<file path="src/rtl/rp_pkg.sv">
package rp_pkg;
  localparam int unsigned RP_DW = 8;
  localparam int unsigned RP_AW = 7;
  localparam int unsigned RP_NPORT = 2;
  localparam int unsigned RP_TMR_BIT = 7;
  localparam int unsigned RP_EDGE_BIT = 6;

  typedef enum logic {
    POL_FALL = 1'b0,
    POL_RISE = 1'b1
  } edge_pol_e;

  typedef struct packed {
    logic rd;
    logic wr;
    logic ram;
    logic port;
    logic ctl;
  } acc_t;
endpackage

</file>
<file path="src/rtl/rp_ram.sv">
module rp_ram #(
  parameter int unsigned AW = 7,
  parameter int unsigned DW = 8
) (
  input  logic          clk,
  input  logic          we,
  input  logic [AW-1:0] addr,
  input  logic [DW-1:0] wdata,
  output logic [DW-1:0] rdata_c
);
  localparam int unsigned DEPTH = 1 << AW;

  logic [DW-1:0] mem_q [DEPTH];

  always_ff @(posedge clk) begin
    if (we) begin
      mem_q[addr] <= wdata;
    end
  end

  assign rdata_c = mem_q[addr];
endmodule

</file>
<file path="src/rtl/rp_port.sv">
module rp_port #(
  parameter int unsigned DW = 8
) (
  input  logic          clk,
  input  logic          rst_n,
  input  logic          wr_out,
  input  logic          wr_dir,
  input  logic [DW-1:0] wdata,
  input  logic [DW-1:0] pin_in,
  output logic [DW-1:0] drv,
  output logic [DW-1:0] oe,
  output logic [DW-1:0] rd_mix,
  output logic [DW-1:0] rd_dir
);
  logic [DW-1:0] out_q, out_d;
  logic [DW-1:0] dir_q, dir_d;

  always_comb begin
    out_d = out_q;
    dir_d = dir_q;
    if (wr_out) out_d = wdata;
    if (wr_dir) dir_d = wdata;
  end

  always_ff @(posedge clk or negedge rst_n) begin
    if (!rst_n) begin
      out_q <= '0;
      dir_q <= '0;
    end else begin
      out_q <= out_d;
      dir_q <= dir_d;
    end
  end

  assign drv    = out_q;
  assign oe     = dir_q;
  assign rd_mix = (pin_in & ~dir_q) | (out_q & dir_q);
  assign rd_dir = dir_q;

  // without a direction write strobe the direction register holds
  p_dir_hold_r3: assert property (@(posedge clk) disable iff (!rst_n)
    !wr_dir |=> $stable(dir_q));
  // without an output write strobe the output register holds
  p_out_hold_r3: assert property (@(posedge clk) disable iff (!rst_n)
    !wr_out |=> $stable(out_q));
endmodule

</file>
<file path="src/rtl/rp_edge_irq.sv">
module rp_edge_irq
  import rp_pkg::*;
(
  input  logic clk,
  input  logic rst_n,
  input  logic pa7,
  input  logic ctl_rd,
  input  logic ctl_a1,
  input  logic ctl_a0,
  input  logic flag_rd,
  input  logic tmr_flag,
  input  logic tmr_en,
  output logic edge_flag,
  output logic irq_n
);
  logic      en_q, en_d;
  edge_pol_e pol_q, pol_d;
  logic      prev_q;
  logic      flag_q, flag_d;
  logic      edge_hit;

  always_comb begin
    edge_hit = (pol_q == POL_RISE) ? (~prev_q & pa7) : (prev_q & ~pa7);
    en_d  = en_q;
    pol_d = pol_q;
    if (ctl_rd) begin
      en_d  = ~ctl_a1;
      pol_d = ctl_a0 ? POL_RISE : POL_FALL;
    end
    flag_d = flag_q;
    if (edge_hit)     flag_d = 1'b1;
    else if (flag_rd) flag_d = 1'b0;
  end

  always_ff @(posedge clk or negedge rst_n) begin
    if (!rst_n) begin
      en_q   <= 1'b0;
      pol_q  <= POL_FALL;
      prev_q <= 1'b0;
      flag_q <= 1'b0;
    end else begin
      en_q   <= en_d;
      pol_q  <= pol_d;
      prev_q <= pa7;
      flag_q <= flag_d;
    end
  end

  assign edge_flag = flag_q;
  assign irq_n = ~((flag_q & en_q) | (tmr_flag & tmr_en));

  // a flag read with no coinciding edge leaves the flag clear
  p_flag_clear_r6: assert property (@(posedge clk) disable iff (!rst_n)
    (flag_rd && !edge_hit) |=> !flag_q);
  // the flag only rises after the pin changed between two samples
  p_flag_cause_r7: assert property (@(posedge clk) disable iff (!rst_n)
    $rose(flag_q) |-> ($past(pa7) != $past(prev_q)));
  // a control read programs enable and polarity from its address bits
  p_ctl_prog_r5: assert property (@(posedge clk) disable iff (!rst_n)
    ctl_rd |=> (en_q == !$past(ctl_a1)) && ((pol_q == POL_RISE) == $past(ctl_a0)));
endmodule

</file>
<file path="src/rtl/rp_periph.sv">
module rp_periph
  import rp_pkg::*;
#(
  parameter int unsigned AW = RP_AW,
  parameter int unsigned DW = RP_DW
) (
  input  logic          clk,
  input  logic          rst_n,
  input  logic          cs_hi,
  input  logic          cs_lo_n,
  input  logic          ram_sel_n,
  input  logic          rd_wr,
  input  logic [AW-1:0] addr,
  input  logic [DW-1:0] wdata,
  output logic [DW-1:0] rdata,
  input  logic [DW-1:0] pa_in,
  output logic [DW-1:0] pa_out,
  output logic [DW-1:0] pa_oe,
  input  logic [DW-1:0] pb_in,
  output logic [DW-1:0] pb_out,
  output logic [DW-1:0] pb_oe,
  input  logic          tmr_flag,
  input  logic          tmr_en,
  output logic          irq_n
);
  localparam int unsigned NPORT = RP_NPORT;

  acc_t          acc;
  logic          sel;
  logic [DW-1:0] ram_rd;
  logic [DW-1:0] pin_in_a [NPORT];
  logic [DW-1:0] drv_a    [NPORT];
  logic [DW-1:0] oe_a     [NPORT];
  logic [DW-1:0] mix_a    [NPORT];
  logic [DW-1:0] dir_a    [NPORT];
  logic          edge_flag;
  logic          ctl_rd;
  logic          flag_rd;
  logic [DW-1:0] rdata_q, rdata_d;

  // access decode
  always_comb begin
    sel      = cs_hi & ~cs_lo_n;
    acc.rd   = sel & rd_wr;
    acc.wr   = sel & ~rd_wr;
    acc.ram  = ~ram_sel_n;
    acc.port = ram_sel_n & ~addr[2];
    acc.ctl  = ram_sel_n & addr[2];
  end

  assign ctl_rd  = acc.rd & acc.ctl & ~addr[4];
  assign flag_rd = acc.rd & acc.ctl & addr[0];

  rp_ram #(.AW(AW), .DW(DW)) u_ram (
    .clk     (clk),
    .we      (acc.wr & acc.ram),
    .addr    (addr),
    .wdata   (wdata),
    .rdata_c (ram_rd)
  );

  assign pin_in_a[0] = pa_in;
  assign pin_in_a[1] = pb_in;

  for (genvar gi = 0; gi < NPORT; gi++) begin : g_port
    rp_port #(.DW(DW)) u_port (
      .clk    (clk),
      .rst_n  (rst_n),
      .wr_out (acc.wr & acc.port & (addr[1] == gi[0]) & ~addr[0]),
      .wr_dir (acc.wr & acc.port & (addr[1] == gi[0]) &  addr[0]),
      .wdata  (wdata),
      .pin_in (pin_in_a[gi]),
      .drv    (drv_a[gi]),
      .oe     (oe_a[gi]),
      .rd_mix (mix_a[gi]),
      .rd_dir (dir_a[gi])
    );
  end

  assign pa_out = drv_a[0];
  assign pa_oe  = oe_a[0];
  assign pb_out = drv_a[1];
  assign pb_oe  = oe_a[1];

  rp_edge_irq u_edge (
    .clk       (clk),
    .rst_n     (rst_n),
    .pa7       (pa_in[DW-1]),
    .ctl_rd    (ctl_rd),
    .ctl_a1    (addr[1]),
    .ctl_a0    (addr[0]),
    .flag_rd   (flag_rd),
    .tmr_flag  (tmr_flag),
    .tmr_en    (tmr_en),
    .edge_flag (edge_flag),
    .irq_n     (irq_n)
  );

  // read data next state
  always_comb begin
    rdata_d = '0;
    if (acc.rd) begin
      if (acc.ram) begin
        rdata_d = ram_rd;
      end else if (acc.port) begin
        rdata_d = addr[0] ? dir_a[addr[1]] : mix_a[addr[1]];
      end else if (addr[0]) begin
        rdata_d[RP_TMR_BIT]  = tmr_flag;
        rdata_d[RP_EDGE_BIT] = edge_flag;
      end
    end
  end

  always_ff @(posedge clk or negedge rst_n) begin
    if (!rst_n) rdata_q <= '0;
    else        rdata_q <= rdata_d;
  end

  assign rdata = rdata_q;

  // no read access means zero on the data bus next cycle
  p_idle_zero_r1: assert property (@(posedge clk) disable iff (!rst_n)
    !(cs_hi && !cs_lo_n && rd_wr) |=> (rdata == '0));
  // a deselected cycle changes no port pin register
  p_desel_hold_r1: assert property (@(posedge clk) disable iff (!rst_n)
    !(cs_hi && !cs_lo_n) |=> $stable(pa_oe) && $stable(pb_out));
endmodule

</file>
<file path="config.mk">
export PLATFORM = sky130hd
export DESIGN_NAME = rp_periph
export DESIGN_NICKNAME = d
export VERILOG_FILES = /design/src/rtl/rp_pkg.sv /design/src/rtl/rp_ram.sv /design/src/rtl/rp_port.sv /design/src/rtl/rp_edge_irq.sv /design/src/rtl/rp_periph.sv
export SDC_FILE = /design/constraint.sdc
export NUM_CORES = 1
export LEC_CHECK = 0
export ABC_AREA = 1
export BUFFER_PORTS_ARGS = -buffer_cell sky130_fd_sc_hd__buf_2
export CAP_MARGIN = 20
export CORE_ASPECT_RATIO = 2
export CORE_MARGIN = 2
export CORE_UTILIZATION = 40
export CTS_CLUSTER_DIAMETER = 30
export DETAILED_ROUTE_END_ITERATION = 16
export SYNTH_ARGS = -nofsm -noshare
export SYNTH_HDL_FRONTEND = slang
export SYNTH_SLANG_ARGS = --single-unit
</file>
<file path="constraint.sdc">
create_clock -name clk -period 1.73 [get_ports clk]
set_input_delay 0.0865 -clock clk [delete_from_list [all_inputs] [get_ports clk]]
set_output_delay 0.0865 -clock clk [all_outputs]
set_load 0.01 [all_outputs]
</file>
==> results by group <==
Run status
  – Status: complete, but fails checks
  – Failing checks: negative setup slack

GRT
  – Initial antenna violation count: 2
  – Vias in the first global route: 32,840
  – GRT Total Usage: 23.71%
  – First-pass GRT wire length: 204,800 µm
  – Largest net degree at the start of global routing: 86
  – Total global routing overflow: 0

Die
  – Starting density of the core: 40.36%
  – Die area: 0.1175 mm²
  – Die W: 243.4 µm
  – Core footprint: 0.1136 mm²
  – Num rows: 175
  – Die Y-Extent: 482.9 µm
  – # IOs: 80

Timing
  – Worst slew pin tran: 0.6706 ns
  – Slew Limit Fails: 0
  – Crit path time final: 1.766 ns
  – Final hold viol count: 0
  – Fmax: 566.4 MHz
  – RSZ-0062 raised after global routing: yes
  – Final WS setup: -0.03567 ns
  – Tcrit/Tclk final: 102.1%
  – Setup-failing EPs final: 1
  – Max_slew headroom: 55.29%
  – Setup Skew: 0.02652 ns

Final layout
  – Final core utilization: 49.90%
  – Final instance area: 0.05671 mm²
  – Layout net count: 5,008
  – Share of cells above drive strength 1: 18.56%
  – Fillers: 10,080
  – Layout Area Growth over Synthesis: 23.65%

Job
  – Max cap viols: 0

Critical path
  – Crit path top cell by count: nor2_1
  – FF-to-FF setup slack: -0.04 ns
  – Worst EP arrival: 2.38 ns
  – CP Capture Type: flop
  – Startpoint Class: flop
  – Crit-path max cell delay: 0.36 ns
  – Worst path cell trace: or2_4 -> nand3_2 -> nand2_1 -> nor2_1 -> buf_4 -> nor2_1 -> nor2_1 -> nand2_1 -> nand2_2 -> nand4_1 -> nand2_2 -> a21oi_2
  – Crit Path Category: reg2reg
  – CP Data Required Time: 2.34 ns
  – Max FO, Critical Path: 1
  – Critical path's slowest cell: edfxtp_1

Placement
  – Dpl cell area: 0.05170 mm²
  – Post-DP HPWL: 94,490 µm
  – Dpl ws: -0.6315 ns
  – Placer congestion estimate: 0.9131
  – Input/output buffers: 79

Clocking
  – CTS tree: built
  – CTS max path bufs: 3
  – Worst-Skew Late Latency: 0.74 ns
  – Reg clk slew, reported paths: 0.06 ns
  – Clock tree root buffer cell: clkbuf_16
  – Clock Sinks: 1,068
  – Num CTS Buffers: 120
  – H-tree depth: 3

Drt
  – Vias per inst: 4.966
  – Drt drc: 0
  – Via count: 32,680
  – WL final: 139,700 µm
  – 1st-pass router iterations: 6
  – Remaining antenna violation count: 0
  – Iter 0 DRT Violations: 2,392
  – Routed WL per cell: 21.23 µm

Synth
  – Yosys warning count: 0
  – Post-Syn Nets: 4,666
  – Sequential share of the synthesized area: 69.45%
  – Synthesized area: 0.04586 mm²
  – Avg Cell Area, Syn: 9.912 µm²
  – Unique cell type count in the Yosys netlist: 26
  – Cells after Synth: 4,627
  – Post-synthesis sequential element count: 1,068

Power
  – Logic pwr share: 7.9%
  – Max rail drop VDD: 0.0007553 V
  – Internal power: 44.74 mW
  – Clock power share: 44.0%
  – NetSw: 14.72 mW
  – Pwr/cell area: 1049 mW/mm²
  – Net Sw Frac: 24.75%
  – Sequential power share: 48.0%
  – Final Power: 59.46 mW
  – Leak: 23.74 nW

Min path
  – Hold Crit Class: in2reg
[cells by family (layout without fill, tap and decap cells)]
logic type	Yosys count	in the layout	synth area share [%]
and+or+nand+nor	3141	3141	25.92
DFF	1068	1068	69.45
buffers and inverters	316	764	3.405
AOI/OAI and AO/OA	96	96	1.097
muxes	6	6	0.1310
other	0	1	0
[worst paths after layout]
| check | from | endpoint | depth (start not counted) |
|---|---|---|---|
| worst max register to register | u_ram.mem_q[72][6]$_DFFE_PP_ | rdata[6]$_DFF_PN0_ | 12 |
| worst min register to register | u_edge.en_q$_DFFE_PN0P_ | u_edge.en_q$_DFFE_PN0P_ | 2 |
| max in group asynchronous | rst_n | g_port[1].u_port.oe[0]$_DFFE_PN0P_ | 4 |
| worst min-delay path | pa_in[1] | rdata[1]$_DFF_PN0_ | 7 |
| min in group asynchronous | rst_n | rdata[1]$_DFF_PN0_ | 4 |
| worst max-delay path | u_ram.mem_q[72][6]$_DFFE_PP_ | rdata[6]$_DFF_PN0_ | 12 |
[final cells by class]
class                           instances  area [µm²]  share of cell area [%]
Tap cell                             1504        1882                   3.318
Inverter                               87       352.8                  0.6222
Timing Repair Buffer                  449        4832                   8.521
Multi-Input combinational cell       3243       13640                   24.06
Clock buffer                          135        3196                   5.635
Clock inverter                         93       949.7                   1.675
Antenna cell                            1       2.502                0.004413
Sequential cell                      1068       31850                   56.16
[Yosys cell counts (all sizes together)]
cell type | number | share of area (%)
nand4 | 1 | 0.014
buf | 184 | 2.3
clkbuf | 45 | 0.37
a22o | 1 | 0.019
inv | 87 | 0.72
a21oi | 27 | 0.29
edfxtp | 1024 | 67
or2 | 12 | 0.16
nand3 | 47 | 0.51
o21ai | 56 | 0.61
nor2 | 254 | 2.1
mux2i | 6 | 0.13
o22ai | 7 | 0.095
nand2 | 2826 | 23
nand3b | 1 | 0.016
a31oi | 2 | 0.027
o211ai | 3 | 0.049
dfrtp | 44 | 2.4
[sequential cells by signal, indices dropped and copies added, names as in the netlist]
register,flops
u_edge.en_q,1
g_port.u_port.oe,16
u_edge.edge_flag,1
u_ram.mem_q,1024
rdata,8
g_port.u_port.drv,16
u_edge.prev_q,1
u_edge.pol_q,1
[layer usage]
| metal | routed length, µm | vias up | global-route usage, % |
|---|---|---|---|
| met4 | 10850 | 2 | 17.37 |
| met2 | 75270 | 1023 | 44.47 |
| met5 | 13 | - | 0 |
| li1 | - | 15650 | - |
| met1 | 47430 | 15620 | 23.80 |
| met3 | 6125 | 381 | 3.205 |
[power groups by stage]
stage,logic [mW],clock network [mW],registers (mW)
5_1_grt,5.10,27.6,28.6
3_3_place_gp,4.48,0,29.1
3_5_place_dp,4.49,0,29.1
6_report,4.72,26.2,28.6
4_1_cts,4.60,26.5,28.6
2_1_floorplan,2.06,0,29.1
[metrics by stage]
stage	std cells	TNS (ns)	hold WS, ns
floorplan	4627	-24.54	-0.2091
CTS	6582	-0.09248	0.01289
finish	6580	-0.03567	0.04431
global route	6580	-0.2000	0.04709
detailed placement	6333	-140.33	0.01089
global placement	6333	-132.36	0.01273
[worst max-delay path, delay by kind of cell (launching register included)]
| family | cells | cell delay (ns) |
|---|---|---|
| compound gates | 1 | 0.06 |
| buf+inv | 1 | 0.15 |
| flops | 1 | 0.36 |
| simple gates | 10 | 1.07 |
[cell usage in the layout (no fill, tap or decap), types with 3 or more instances in the layout]
master         synthesis  final
buf_4                 39    233
nor2_2                 1     60
o211ai_1               3      3
clkinv_8               0      4
clkbuf_16              0    125
buf_12                 0    125
mux2i_1                6      6
a21oi_1               27     25
clkinv_1               0      6
clkbuf_1              45      7
nor2_4                 0     62
nand2_4                0     22
clkinv_2               0      9
clkbuf_8               0      3
nand2_2                0    122
nand3_2                0     16
bufinv_16              0      7
o22ai_1                7      7
inv_6                  0     25
clkinv_4               0     14
edfxtp_1            1024   1024
inv_8                  0     17
nand2_1             2826   2682
nand3_1               47     31
inv_4                  1      5
dlygate4sd3_1          0     21
nor2_1               253    132
buf_2                115     68
or2_4                  0      9
o21ai_0               55     54
inv_1                 84     82
dfrtp_1               44     44
clkinvlp_4             0      8
[timing repair]
item | in CTS | in global routing
endpoints found under the hold margin | 593 | 0
endpoints found under the setup margin | 7 | 66
buffers inserted | 0 | 0
gates resized for setup | 61 | 174
pin swaps | 18 | 82
hold buffers | 21 | 0
No activity file was read; power rests on OpenSTA's default activity.
